[src/rtl/cbc_pkg.sv]
package cbc_pkg;
  localparam int CPU_AW    = 16;
  localparam int CPU_DW    = 8;
  localparam int PRIM_W    = 5;
  localparam int SEC_W     = 2;
  localparam int BANK_W    = PRIM_W + SEC_W;
  localparam int OFS_W     = 14;
  localparam int ROM_AW    = BANK_W + OFS_W;
  localparam int PAGE_W    = 13;
  localparam int RAM_AW    = PAGE_W + SEC_W;
  localparam int SMALL_W   = 11;
  localparam int ROMCODE_W = 3;
  localparam int RAMCODE_W = 2;

  typedef enum logic [2:0] {
    WIN_ENABLE, WIN_PRIMARY, WIN_SECOND, WIN_MODE, WIN_RAM, WIN_NONE
  } win_e;

  function automatic win_e decode_win(input logic [CPU_AW-1:0] a);
    case (a[15:13])
      3'd0:    return WIN_ENABLE;
      3'd1:    return WIN_PRIMARY;
      3'd2:    return WIN_SECOND;
      3'd3:    return WIN_MODE;
      3'd5:    return WIN_RAM;
      default: return WIN_NONE;
    endcase
  endfunction

  function automatic logic [BANK_W-1:0] bank_mask(input logic [ROMCODE_W-1:0] code);
    logic [ROMCODE_W-1:0] c;
    logic [BANK_W:0]      full;
    c    = (code == 3'd7) ? 3'd6 : code;
    full = ((BANK_W+1)'(1) << (c + 3'd1)) - (BANK_W+1)'(1);
    return full[BANK_W-1:0];
  endfunction

  function automatic logic [PRIM_W-1:0] fold_primary(input logic [CPU_DW-1:0] d,
                                                      input logic [ROMCODE_W-1:0] code);
    logic [BANK_W-1:0] m;
    logic [PRIM_W-1:0] v;
    m = bank_mask(code);
    v = d[PRIM_W-1:0] & m[PRIM_W-1:0];
    return (v == '0) ? PRIM_W'(1) : v;
  endfunction

  function automatic logic [BANK_W-1:0] upper_bank(input logic [PRIM_W-1:0] prim,
                                                    input logic [SEC_W-1:0] sec,
                                                    input logic [ROMCODE_W-1:0] code);
    return {sec, prim} & bank_mask(code);
  endfunction

  function automatic logic [BANK_W-1:0] lower_bank(input logic [SEC_W-1:0] sec,
                                                    input logic mode,
                                                    input logic [ROMCODE_W-1:0] code);
    return mode ? ({sec, {PRIM_W{1'b0}}} & bank_mask(code)) : '0;
  endfunction

  function automatic logic [RAM_AW-1:0] ram_offset(input logic [CPU_AW-1:0] a,
                                                    input logic [SEC_W-1:0] sec,
                                                    input logic mode,
                                                    input logic [RAMCODE_W-1:0] code);
    case (code)
      2'd1:    return {{(RAM_AW-SMALL_W){1'b0}}, a[SMALL_W-1:0]};
      2'd2:    return {{SEC_W{1'b0}}, a[PAGE_W-1:0]};
      2'd3:    return {(mode ? sec : {SEC_W{1'b0}}), a[PAGE_W-1:0]};
      default: return '0;
    endcase
  endfunction
endpackage

[src/rtl/cbc_regs.sv]
module cbc_regs
  import cbc_pkg::*;
(
  input  logic                 clk,
  input  logic                 rst_n,
  input  logic                 wr,
  input  win_e                 win,
  input  logic [CPU_DW-1:0]    wdata,
  input  logic [ROMCODE_W-1:0] rom_code,
  output logic                 ram_on,
  output logic [PRIM_W-1:0]    prim,
  output logic [SEC_W-1:0]     sec,
  output logic                 mode
);
  logic hit_enable, hit_primary, hit_second, hit_mode;
  assign hit_enable  = wr && (win == WIN_ENABLE);
  assign hit_primary = wr && (win == WIN_PRIMARY);
  assign hit_second  = wr && (win == WIN_SECOND);
  assign hit_mode    = wr && (win == WIN_MODE);

  always_ff @(posedge clk) begin
    if (!rst_n) begin
      ram_on <= 1'b0;
      prim   <= PRIM_W'(1);
      sec    <= '0;
      mode   <= 1'b0;
    end else begin
      if (hit_enable)  ram_on <= (wdata[3:0] == 4'hA);
      if (hit_primary) prim   <= fold_primary(wdata, rom_code);
      if (hit_second)  sec    <= wdata[SEC_W-1:0];
      if (hit_mode)    mode   <= wdata[0];
    end
  end

  p_enable_load_r1: assert property (@(posedge clk) disable iff (!rst_n)
    hit_enable |=> (ram_on == ($past(wdata[3:0]) == 4'hA)));
  p_primary_nonzero_r2: assert property (@(posedge clk) disable iff (!rst_n)
    prim != '0);
  p_second_load_r3: assert property (@(posedge clk) disable iff (!rst_n)
    hit_second |=> (sec == $past(wdata[SEC_W-1:0])));
  p_mode_hold_r4: assert property (@(posedge clk) disable iff (!rst_n)
    !hit_mode |=> $stable(mode));
endmodule

[src/rtl/cbc_map.sv]
module cbc_map
  import cbc_pkg::*;
(
  input  logic [CPU_AW-1:0]    addr,
  input  logic [PRIM_W-1:0]    prim,
  input  logic [SEC_W-1:0]     sec,
  input  logic                 mode,
  input  logic [ROMCODE_W-1:0] rom_code,
  input  logic [RAMCODE_W-1:0] ram_code,
  output logic [ROM_AW-1:0]    rom_addr,
  output logic [RAM_AW-1:0]    ram_addr
);
  logic [BANK_W-1:0] bank;
  always_comb begin
    if (addr[14]) bank = upper_bank(prim, sec, rom_code);
    else          bank = lower_bank(sec, mode, rom_code);
  end
  assign rom_addr = {bank, addr[OFS_W-1:0]};
  assign ram_addr = ram_offset(addr, sec, mode, ram_code);
endmodule

[src/rtl/cart_bank_ctrl.sv]
module cart_bank_ctrl
  import cbc_pkg::*;
(
  input  logic                 clk,
  input  logic                 rst_n,
  input  logic [15:0]          cpu_addr,
  input  logic [7:0]           cpu_wdata,
  input  logic                 cpu_we,
  input  logic [2:0]           rom_size_code,
  input  logic [1:0]           ram_size_code,
  output logic [7:0]           cpu_rdata,
  output logic [20:0]          rom_addr,
  input  logic [7:0]           rom_rdata,
  output logic [14:0]          ram_addr,
  output logic                 ram_we,
  output logic [7:0]           ram_wdata,
  input  logic [7:0]           ram_rdata
);
  win_e              win;
  logic              ram_on, mode, in_rom, in_ram, ram_live;
  logic [PRIM_W-1:0] prim;
  logic [SEC_W-1:0]  sec;

  assign win      = decode_win(cpu_addr);
  assign in_rom   = !cpu_addr[15];
  assign in_ram   = (win == WIN_RAM);
  assign ram_live = in_ram && ram_on && (ram_size_code != '0);

  cbc_regs u_regs (
    .clk(clk), .rst_n(rst_n), .wr(cpu_we), .win(win), .wdata(cpu_wdata),
    .rom_code(rom_size_code), .ram_on(ram_on), .prim(prim), .sec(sec), .mode(mode)
  );

  cbc_map u_map (
    .addr(cpu_addr), .prim(prim), .sec(sec), .mode(mode),
    .rom_code(rom_size_code), .ram_code(ram_size_code),
    .rom_addr(rom_addr), .ram_addr(ram_addr)
  );

  assign ram_we    = cpu_we && ram_live;
  assign ram_wdata = cpu_wdata;

  always_comb begin
    if (in_rom)        cpu_rdata = rom_rdata;
    else if (ram_live) cpu_rdata = ram_rdata;
    else               cpu_rdata = 8'hFF;
  end

  p_low_bank_zero_r6: assert property (@(posedge clk) disable iff (!rst_n)
    (cpu_addr[15:14] == 2'b00 && !mode) |-> (rom_addr[20:14] == '0));
  p_offset_pass_r5: assert property (@(posedge clk) disable iff (!rst_n)
    (cpu_addr[15:14] == 2'b01) |-> (rom_addr[13:0] == cpu_addr[13:0]));
  p_closed_ram_r7: assert property (@(posedge clk) disable iff (!rst_n)
    (in_ram && !ram_on) |-> (cpu_rdata == 8'hFF && !ram_we));
  p_no_stray_we_r10: assert property (@(posedge clk) disable iff (!rst_n)
    !in_ram |-> !ram_we);
endmodule

[config.mk]
export PLATFORM = sky130hd
export DESIGN_NAME = cart_bank_ctrl
export DESIGN_NICKNAME = d
export VERILOG_FILES = /design/src/rtl/cbc_pkg.sv /design/src/rtl/cbc_regs.sv /design/src/rtl/cbc_map.sv /design/src/rtl/cart_bank_ctrl.sv
export SDC_FILE = /design/constraint.sdc
export NUM_CORES = 1
export LEC_CHECK = 0
export BUFFER_PORTS_ARGS = -buffer_cell sky130_fd_sc_hd__buf_2
export CAP_MARGIN = 5
export CELL_PAD_IN_SITES_DETAIL_PLACEMENT = 0
export CELL_PAD_IN_SITES_GLOBAL_PLACEMENT = 1
export CORE_ASPECT_RATIO = 0.75
export CORE_MARGIN = 2
export CORE_UTILIZATION = 24
export DETAILED_ROUTE_END_ITERATION = 7
export PLACE_DENSITY = 0.82
export SETUP_SLACK_MARGIN = 0.15
export SYNTH_ARGS = -nofsm -noshare
export SYNTH_HDL_FRONTEND = slang
export SYNTH_HIERARCHICAL = 1
export SYNTH_SLANG_ARGS = --single-unit
[constraint.sdc]
create_clock -name clk -period 2 [get_ports clk]
set_input_delay 0.4 -clock clk [delete_from_list [all_inputs] [get_ports clk]]
set_output_delay 0.4 -clock clk [all_outputs]
set_load 0.005 [all_outputs]
# Word-level counts from Yosys, hierarchy flattened
# Cells that the tools add are included.
# Widths: inputs -> output; s select.
# word_totals
inputBits,48
out_inout_bits,53
register_bits,9
# classes
shifts,1
bitwise_logic,3
mux,9
reduce_logical,11
n_eq_ne,13
addsub,2
# ops
operator,count
$pmux 15 s3,1
$mux 8,2
$pmux 3 s5,1
$and 7x7->7,2
$mux 7,2
$eq 3x2->1 const B,4
$eq 3x3->1 const B,3
$logic_and 1x1->1,7
$shl 1x3->7 const A,1
$sub 7x2->7 const B,1
$eq 3x1->1 const B,2
$logic_not 3->1,2
$and 5x5->5,1
$logic_not 5->1,1
$mux 5,1
$eq 2x2->1 const B,2
$eq 4x4->1 const B,1
$add 3x1->3 const B,1
$mux 3,1
$eq 2x1->1 const B,1
$mux 2,1
$reduce_bool 2->1,1

# Longest topological paths before layout
# Gate-level depths: netlist of run 1.
# logic_depth
word_depth,8
ltp_mapped,8
ltp_nobuf,6

# By module
# The synthesis of run 1 kept the hierarchy.
# by_module_without_submodules
module,instances,seq_area_each_um2,cells_per_inst,area_each_um2
cbc_regs,1,180.2,55,538.0
cbc_map,1,0.0,55,361.6
cart_bank_ctrl,1,0.0,25,207.7

# Worst setup path before layout of run 1
# OpenSTA, ideal clock, no wires.
# synth_path
kind,input to register
from,in rom_size_code[2]
to,reg u_regs.prim[0]
slack_ps,189
arrival_ps,1679
path_stages,6
required_time_ps,1868
path_cell_list,or3_2 > ha_1 > nor3b_1 > a22oi_2 > o211ai_2 > a41oi_2
# synth_via
elab_chain_cells,8
# synth_rtl
element,line_no,source
start: declaration,cart_bank_ctrl.sv:9,"input logic [2:0] rom_size_code,"
$eq 3x3->1,cbc_pkg.sv:33,c = (code == 3'd7) ? 3'd6 : code;
$mux 3 (*),cbc_pkg.sv:33,
$add 3x1->3 (*),cbc_pkg.sv:34,full = ((BANK_W+1)'(1) << (c + 3'd1)) - (BANK_W+1)'(1);
$shl 1x3->7 (*),cbc_pkg.sv:34,
$sub 7x2->7 (*),cbc_pkg.sv:34,
$and 5x5->5 (*),cbc_pkg.sv:43,v = d[PRIM_W-1:0] & m[PRIM_W-1:0];
$logic_not 5->1,cbc_pkg.sv:44,return (v == '0) ? PRIM_W'(1) : v;
$mux 5 (*),cbc_pkg.sv:44,
end signal: assignment,cbc_regs.sv:29,"if (hit_primary) prim <= fold_primary(wdata, rom_code);"
end: declaration,cbc_regs.sv:11,"output logic [PRIM_W-1:0] prim,"
# Mark *: on every way between the ends. The rest lies on a longest branch, timed or not.
# A chain may end at the register's enable or synchronous reset.

# Final worst setup path of run 1
# layout_path
from,in rom_size_code[0]
to,out rom_addr[20]
# layout_via
elab_chain_cells,8
word_cells_on_any_way,9
cone_classes,add/sub: 2; eq/ne: 1; shift: 1; mux: 3; bitwise: 2
# layout_rtl
element,line_no,source
$eq 3x3->1,cbc_pkg.sv:33,
$mux 3 (*),cbc_pkg.sv:33,
$add 3x1->3 (*),cbc_pkg.sv:34,
$shl 1x3->7 (*),-,
$sub 7x2->7 (*),-,
$and 7x7->7,cbc_pkg.sv:56,"return mode ? ({sec, {PRIM_W{1'b0}}} & bank_mask(code)) : '0;"
$mux 7,cbc_pkg.sv:56,
$mux 7 (*),cbc_map.sv:15,"if (addr[14]) bank = upper_bank(prim, sec, rom_code);"
end: declaration,cart_bank_ctrl.sv:12,"output logic [20:0] rom_addr,"
# Marked as above.

==> run_results.csv, run 1 <==
group,metric,value,unit
synth,ys_ff_latch,9,
synth,ys_top_cells_by_area,"dfxtp_1, buf_4, nor2b_1, o32a_1, mux2i_1",
power,power_leakage,0.796,nW
synth,synth_top_cell_by_area,"dfxtp_1",
synth,syn_area,1110,sq um
floorplanning,num_rows,21,
clocking,cts_max_level,1,
timing,skew,0,ps
power,powerDensity,384,nW/um^2
synth,ys_top_cells_by_count,"buf_4, nor2b_1, dfxtp_1, o32a_1, nor2_1",
clocking,hold_buffers,0,
synth,yosysMostFrequentCell,"buf_4",
floorplanning,start_util,0.249,
critical_path,worst-endpoint-arrival,1440,ps
clocking,clk_latency,230,ps
hold_path,hold_class,"input port to register",
critical_path,cp-start-kind,"input port",
synth,synthesis.instances,135,
timing,finalHoldViolations,0,
clocking,cts_sinks,9,
synth,postSynthAreaPerCell,8.20,sq um
detailed_routing,via_per_inst,4.41,
critical_path,r2r-start,"u_regs/prim[0]",
synth,synth_cell_type_count,40,
placement,place_congestion,0.823,
global_route,grt-ovfl-total,0,
floorplanning,die_area,5180,sq um
cells_and_area,layout-drive-gt1-share,0.575,
synth,postSynth.asyncResetShare,0,
detailed_routing,drtIter0Drc,45,
placement,dpl_cell_area,1530,sq um
global_route,grt_max_degree,17,
timing,post-route-period-util,0.922,
critical_path,critPathLaunch,"rom_size_code[0]",
placement,hpwlAfterDp,2.69,mm
detailed_routing,remaining_drc_errors,0,
floorplanning,core,4440,sq um
floorplanning,die_y,62.8,microns
critical_path,end_kind,"output port",
synth,ys_seq_area_frac,0.163,
detailed_routing,routedWlPerCell,12.0,microns
critical_path,crit_required,1600,ps
global_route,grtUsageTotal,0.127,
floorplanning,die_x,82.4,microns
clocking,clk_pin_slew,40,ps
timing,timing.fmax,542,MHz
flow_run,maxCapViolations,0,
timing,final_max_slew_viol_count,0,
placement,port_buffers,94,
detailed_routing,drt-total-wl,3.31,mm
timing,setup_viol,0,
global_route,antenna_found_initial,0,
cells_and_area,final_area,1640,sq um
hold_path,hp-start,"cpu_wdata[3]",
timing,rsz0062_at_grt,"yes",
floorplanning,io_pins,101,
detailed_routing,first_pass_iters,6,
detailed_routing,postRouteAntennaNets,0,
power,peakVddDrop,149,uV
cells_and_area,antenna_cells,0,
synth,synthesis.nets,185,
critical_path,cp_max_fo,5,
cells_and_area,nNetsFinal,270,
outcome,outcome,"finished clean",
timing,period_minus_slack,1840,ps
power,power.total,632,uW
synth,synth_ff_type,"dfxtp_1",
detailed_routing,vias,1216,
global_route,grt_pass1_wl,5.18,mm
synth,yosys_warnings,6,
global_route,grt_pass1_vias,1098,
clocking,cts_tree,"yes",
clocking,cts_buffers,3,
synth,synth_top_area_frac,0.163,
critical_path,worst-setup-path-type,"input port to output port",
cells_and_area,synthToLayoutAreaGrowth,48.5,%
clocking,cts_root_buf,"clkbuf_8",
clocking,clockBufferDepth,2,
synth,synth-edff-count,0,
## layer usage
| layer | vias up | track usage | routed length, microns |
|---|---|---|---|
| li1 | 631 | - | - |
| met3 | 0 | 0.0405 | 205 |
| met4 | 0 | 0.0125 | 0 |
| met1 | 558 | 0.167 | 1500 |
| met5 | - | 0 | 0 |
| met2 | 27 | 0.207 | 1600 |
## cells by family after synthesis
logic type               after synthesis  share of synthesized area
AO/OA/AOI/OAI                         27                      0.201
other                                  2                    0.00678
adder cells (fa/ha/maj)                2                     0.0226
multiplexers                           6                     0.0588
XOR/XNOR                               2                     0.0158
flip-flops                             9                      0.163
AND/OR/NAND/NOR                       58                      0.356
buffers and inverters                 29                      0.176
## worst paths after layout
| kind | end | slack [ps] | cells after the start |
|---|---|---|---|
| hold reg to reg | u_regs/prim[3] | 470 | 2 |
| setup reg to reg | u_regs/prim[0] | 1290 | 2 |
| setup / recovery | rom_addr[20] | 160 | 8 |
| hold / removal | u_regs/prim[3] | 460 | 3 |
## worst max-delay path, stage by stage
cell and delay, ps:
buf_6 110, nor2_4 110, nand2_2 70, ha_4 160, and4bb_2 270, a31oi_1 40
a21oi_1 150, buf_2 130
## final cells by class
class	count	area [sq um]
well taps	57	71.3
fillers	476	2800
clock buffers	4	45.0
flip-flops and latches	9	180
multi-input cells	97	759
inverters	3	11.3
repair buffers	106	577
## cells in the final DEF (no fill, tap or decap), types with 2 or more instances in the layout
cell type  instances
dfxtp_1            9
conb_1             2
nor2b_1           18
nand2_1            4
a31oi_1            2
buf_4             12
and2_1             4
inv_1              2
nor3b_2            2
nor3b_1            3
a21oi_1            4
nor2_1             6
and4_1             2
xor2_1             2
clkbuf_8           3
nand3_1            3
nand2b_1           3
a211oi_1           2
o21ai_0            3
mux2i_1            5
buf_2             92
o32a_1             8
a21boi_1           2
and4bb_2           3
## power by group
group,internal (mW),leakage (nW),total (mW),switching [mW]
clock,0.139,0.0228,0.207,0.0685
sequential,0.183,0.0728,0.185,0.00192
combinational,0.130,0.700,0.239,0.109
total,0.452,0.796,0.632,0.180
## registers in the layout, indices dropped and copies added, names as in the netlist
name           cells
u_regs/mode        1
u_regs/prim        5
u_regs/ram_on      1
u_regs/sec         2
## per-stage QoR
stage | util | instances | setup slack (ps) | TNS, ps | hold WS [ps]
finish | 0.370 | 276 | 156 | 0 | 462
global route | 0.370 | 276 | 102 | 0 | 468
CTS | 0.363 | 274 | 147 | 0 | 460
detailed placement | 0.345 | 269 | -9.71 | -9.71 | 468
global placement | 0.345 | 269 | 8.67 | 0 | 459
floorplan | - | 135 | 189 | 0 | 440
## what timing repair did
item	CTS	global route
gates resized for setup	9	3
setup endpoints to repair	3	5
buffers inserted	1	2
hold endpoints to repair	0	0
pin swaps	5	3
(Power assumes the default switching activity.)
==> run 2, diff against run 1 <==
--- a/config.mk
+++ b/config.mk
@@ -11,11 +11,10 @@
 export CELL_PAD_IN_SITES_GLOBAL_PLACEMENT = 1
 export CORE_ASPECT_RATIO = 0.75
 export CORE_MARGIN = 2
-export CORE_UTILIZATION = 24
+export CORE_UTILIZATION = 22
 export DETAILED_ROUTE_END_ITERATION = 7
-export PLACE_DENSITY = 0.82
+export PLACE_DENSITY = 0.81
 export SETUP_SLACK_MARGIN = 0.15
 export SYNTH_ARGS = -nofsm -noshare
 export SYNTH_HDL_FRONTEND = slang
-export SYNTH_HIERARCHICAL = 1
 export SYNTH_SLANG_ARGS = --single-unit
==> run_results.csv, run 2 <==
group,metric,value,unit
outcome,outcome,"finished, violations left",
outcome,failed_checks,"setup timing",
detailed_routing,remaining_drc_errors,0,
power,peakVddDrop,366,uV
critical_path,slowest_delay,390,ps
cells_and_area,synthToLayoutAreaGrowth,58.6,%
global_route,grtUsageTotal,0.103,
timing,timing.fmax,491,MHz
cells_and_area,largestRegisters,"u_regs.prim x5, u_regs.sec x2",
power,powerDensity,401,nW/um^2
clocking,cts_tree,"yes",
clocking,hold_buffers,0,
synth,synth_top_area_frac,0.187,
critical_path,crit_path_cell_trace,"buf_6 > or3_4 > ha_4 > buf_4 > xor2_1 > and3_1 > buf_2",
global_route,antenna_found_initial,0,
critical_path,worst-endpoint-arrival,1640,ps
synth,ys_ff_latch,9,
cells_and_area,final_common_cell,"buf_2",
detailed_routing,via_per_inst,4.32,
cells_and_area,final_cell_mix,"buf_2, nor2b_1, buf_4, dfxtp_1",
synth,synth_ff_type,"dfxtp_1",
clocking,cts_root_buf,"clkbuf_8",
cells_and_area,fin_util,0.370,
floorplanning,io_pins,101,
timing,layout_setup_ws,-37.8,ps
detailed_routing,vias,1109,
floorplanning,start_util,0.233,
cells_and_area,antenna_cells,0,
timing,slew_headroom,0.597,
flow_run,maxCapViolations,0,
critical_path,cp_max_fo,6,
cells_and_area,layout-drive-gt1-share,0.604,
cells_and_area,nNetsFinal,252,
synth,yosys_warnings,0,
cells_and_area,largest-register,"u_regs.prim",
synth,synthesis.instances,119,
synth,ys_top_cells_by_area,"dfxtp_1, buf_4, nor2b_1, mux2i_1, o22a_1",
timing,final_max_slew_viol_count,0,
clocking,clockBufferDepth,2,
synth,synth-edff-count,0,
placement,port_buffers,94,
detailed_routing,routedWlPerCell,11.7,microns
placement,hpwlAfterDp,2.42,mm
synth,synth_cell_type_count,36,
critical_path,slowest_stage,"or3_4",
detailed_routing,postRouteAntennaNets,0,
floorplanning,die_x,80.4,microns
timing,post-route-period-util,1.02,
power,power.total,613,uW
synth,ys_seq_area_frac,0.187,
timing,fin_hold_ws,440,ps
clocking,cts_max_level,1,
timing,finalHoldViolations,0,
timing,setup_viol,2,
timing,rsz0062_at_grt,"yes",
synth,postSynth.asyncResetShare,0,
timing,tightest_slew,596,ps
floorplanning,die_area,4930,sq um
global_route,grt_pass1_wl,3.86,mm
clocking,cts_sinks,9,
cells_and_area,largest_reg_flops,5,
floorplanning,core,4130,sq um
cells_and_area,multiInputGateArea,656,sq um
synth,synth_top_cell_by_area,"dfxtp_1",
hold_path,hold_class,"input port to register",
timing,finalSetupTns,-58.7,ps
timing,period_minus_slack,2040,ps
global_route,grt_max_degree,14,
synth,syn_area,963,sq um
detailed_routing,drtIter0Drc,20,
clocking,clk_latency,230,ps
synth,synthesis.nets,168,
synth,yosysMostFrequentCell,"buf_4",
critical_path,end_kind,"output port",
placement,dp_slack,-77.4,ps
floorplanning,num_rows,20,
placement,place_congestion,0.824,
cells_and_area,fillers,431,
detailed_routing,drt-total-wl,3.00,mm
synth,ys_top_cells_by_count,"buf_4, nor2b_1, dfxtp_1, mux2i_1, o22a_1",
global_route,grt_pass1_vias,826,
clocking,clk_pin_slew,50,ps
clocking,cts_buffers,3,
power,power_leakage,0.754,nW
critical_path,cp-start-kind,"input port",
timing,skew,0,ps
floorplanning,die_y,61.3,microns
critical_path,crit_required,1600,ps
detailed_routing,first_pass_iters,5,
cells_and_area,seq_area,180,sq um
global_route,grt-ovfl-total,0,
critical_path,worst-setup-path-type,"input port to output port",
synth,postSynthAreaPerCell,8.10,sq um
[run 2: changes by cell type in the layout (fill, tap and decap cells not counted), sizes merged, moves of 2 or more]
cell,change
a211oi,-2
o22a,+8
o32a,-8
nand2b,-2
a31oi,-2
nor3b,-3
mux2i,+4
a21oi,-2
nor2,-2
buf,-2
and4bb,-2
[run 2: per-layer routing]
metal  GRT usage  share of wire
met1       0.134           0.45
met2       0.173           0.46
met3      0.0279          0.092
met4      0.0218         0.0047
met5           0              0
[run 2: path summary, 6_finish.rpt]
check	startpoint	end	slack, ps	cells after the start
hold reg to reg	u_regs.prim[2]	u_regs.prim[2]	510	2
setup / recovery	rom_size_code[2]	rom_addr[16]	-40	7
hold / removal	rst_n	u_regs.prim[0]	440	2
setup reg to reg	u_regs.mode	u_regs.mode	1320	2
[run 2: cell families (layout without fill, tap and decap cells)]
family                     count (synthesis)  in the layout  share of synthesized area
and+or+nand+nor                           51             52                      0.342
buffers and inverters                     29            111                      0.203
AOI/OAI and AO/OA                         18             18                      0.149
muxes                                      9              9                     0.0935
DFF                                        9              9                      0.187
adders and majority gates                  1              1                     0.0130
other                                      1              1                    0.00389
xor gates and xnor gates                   1              1                    0.00909
[run 2: area by class of cell]
class / instances / area share
multi-input combinational: 82 / 0.429
timing repair buffer: 104 / 0.369
sequential: 9 / 0.118
tap: 55 / 0.0450
clock buffer: 4 / 0.0295
inverter: 3 / 0.00901
[run 2: where the power goes]
| part | internal, mW | total (mW) | switching [mW] |
|---|---|---|---|
| Combinational | 0.121 | 0.214 | 0.0930 |
| Clock | 0.139 | 0.213 | 0.0741 |
| Sequential | 0.183 | 0.186 | 0.00245 |
| Total | 0.444 | 0.613 | 0.170 |
[run 2: stage by stage]
step	instance area (sq um)	std cells
2_1_floorplan	981	119
3_3_place_gp	1390	249
3_5_place_dp	1390	249
4_1_cts	1480	256
5_1_grt	1530	257
6_report	1530	257
[run 2: worst max-delay path, delay by kind of cell]
| kind | cells | cell delay [ps] |
|---|---|---|
| AND/OR/NAND/NOR | 2 | 550 |
| buffers and inverters | 3 | 340 |
| adder cells (fa/ha/maj) | 1 | 190 |
| XOR/XNOR | 1 | 150 |
[run 2: timing repair]
action                                  in CTS  in global routing
setup buffers                                3                  0
pin swaps                                   10                  3
endpoints found under the setup margin      12                 13
gates resized for setup                      6                  8
gates cloned                                 0                  1
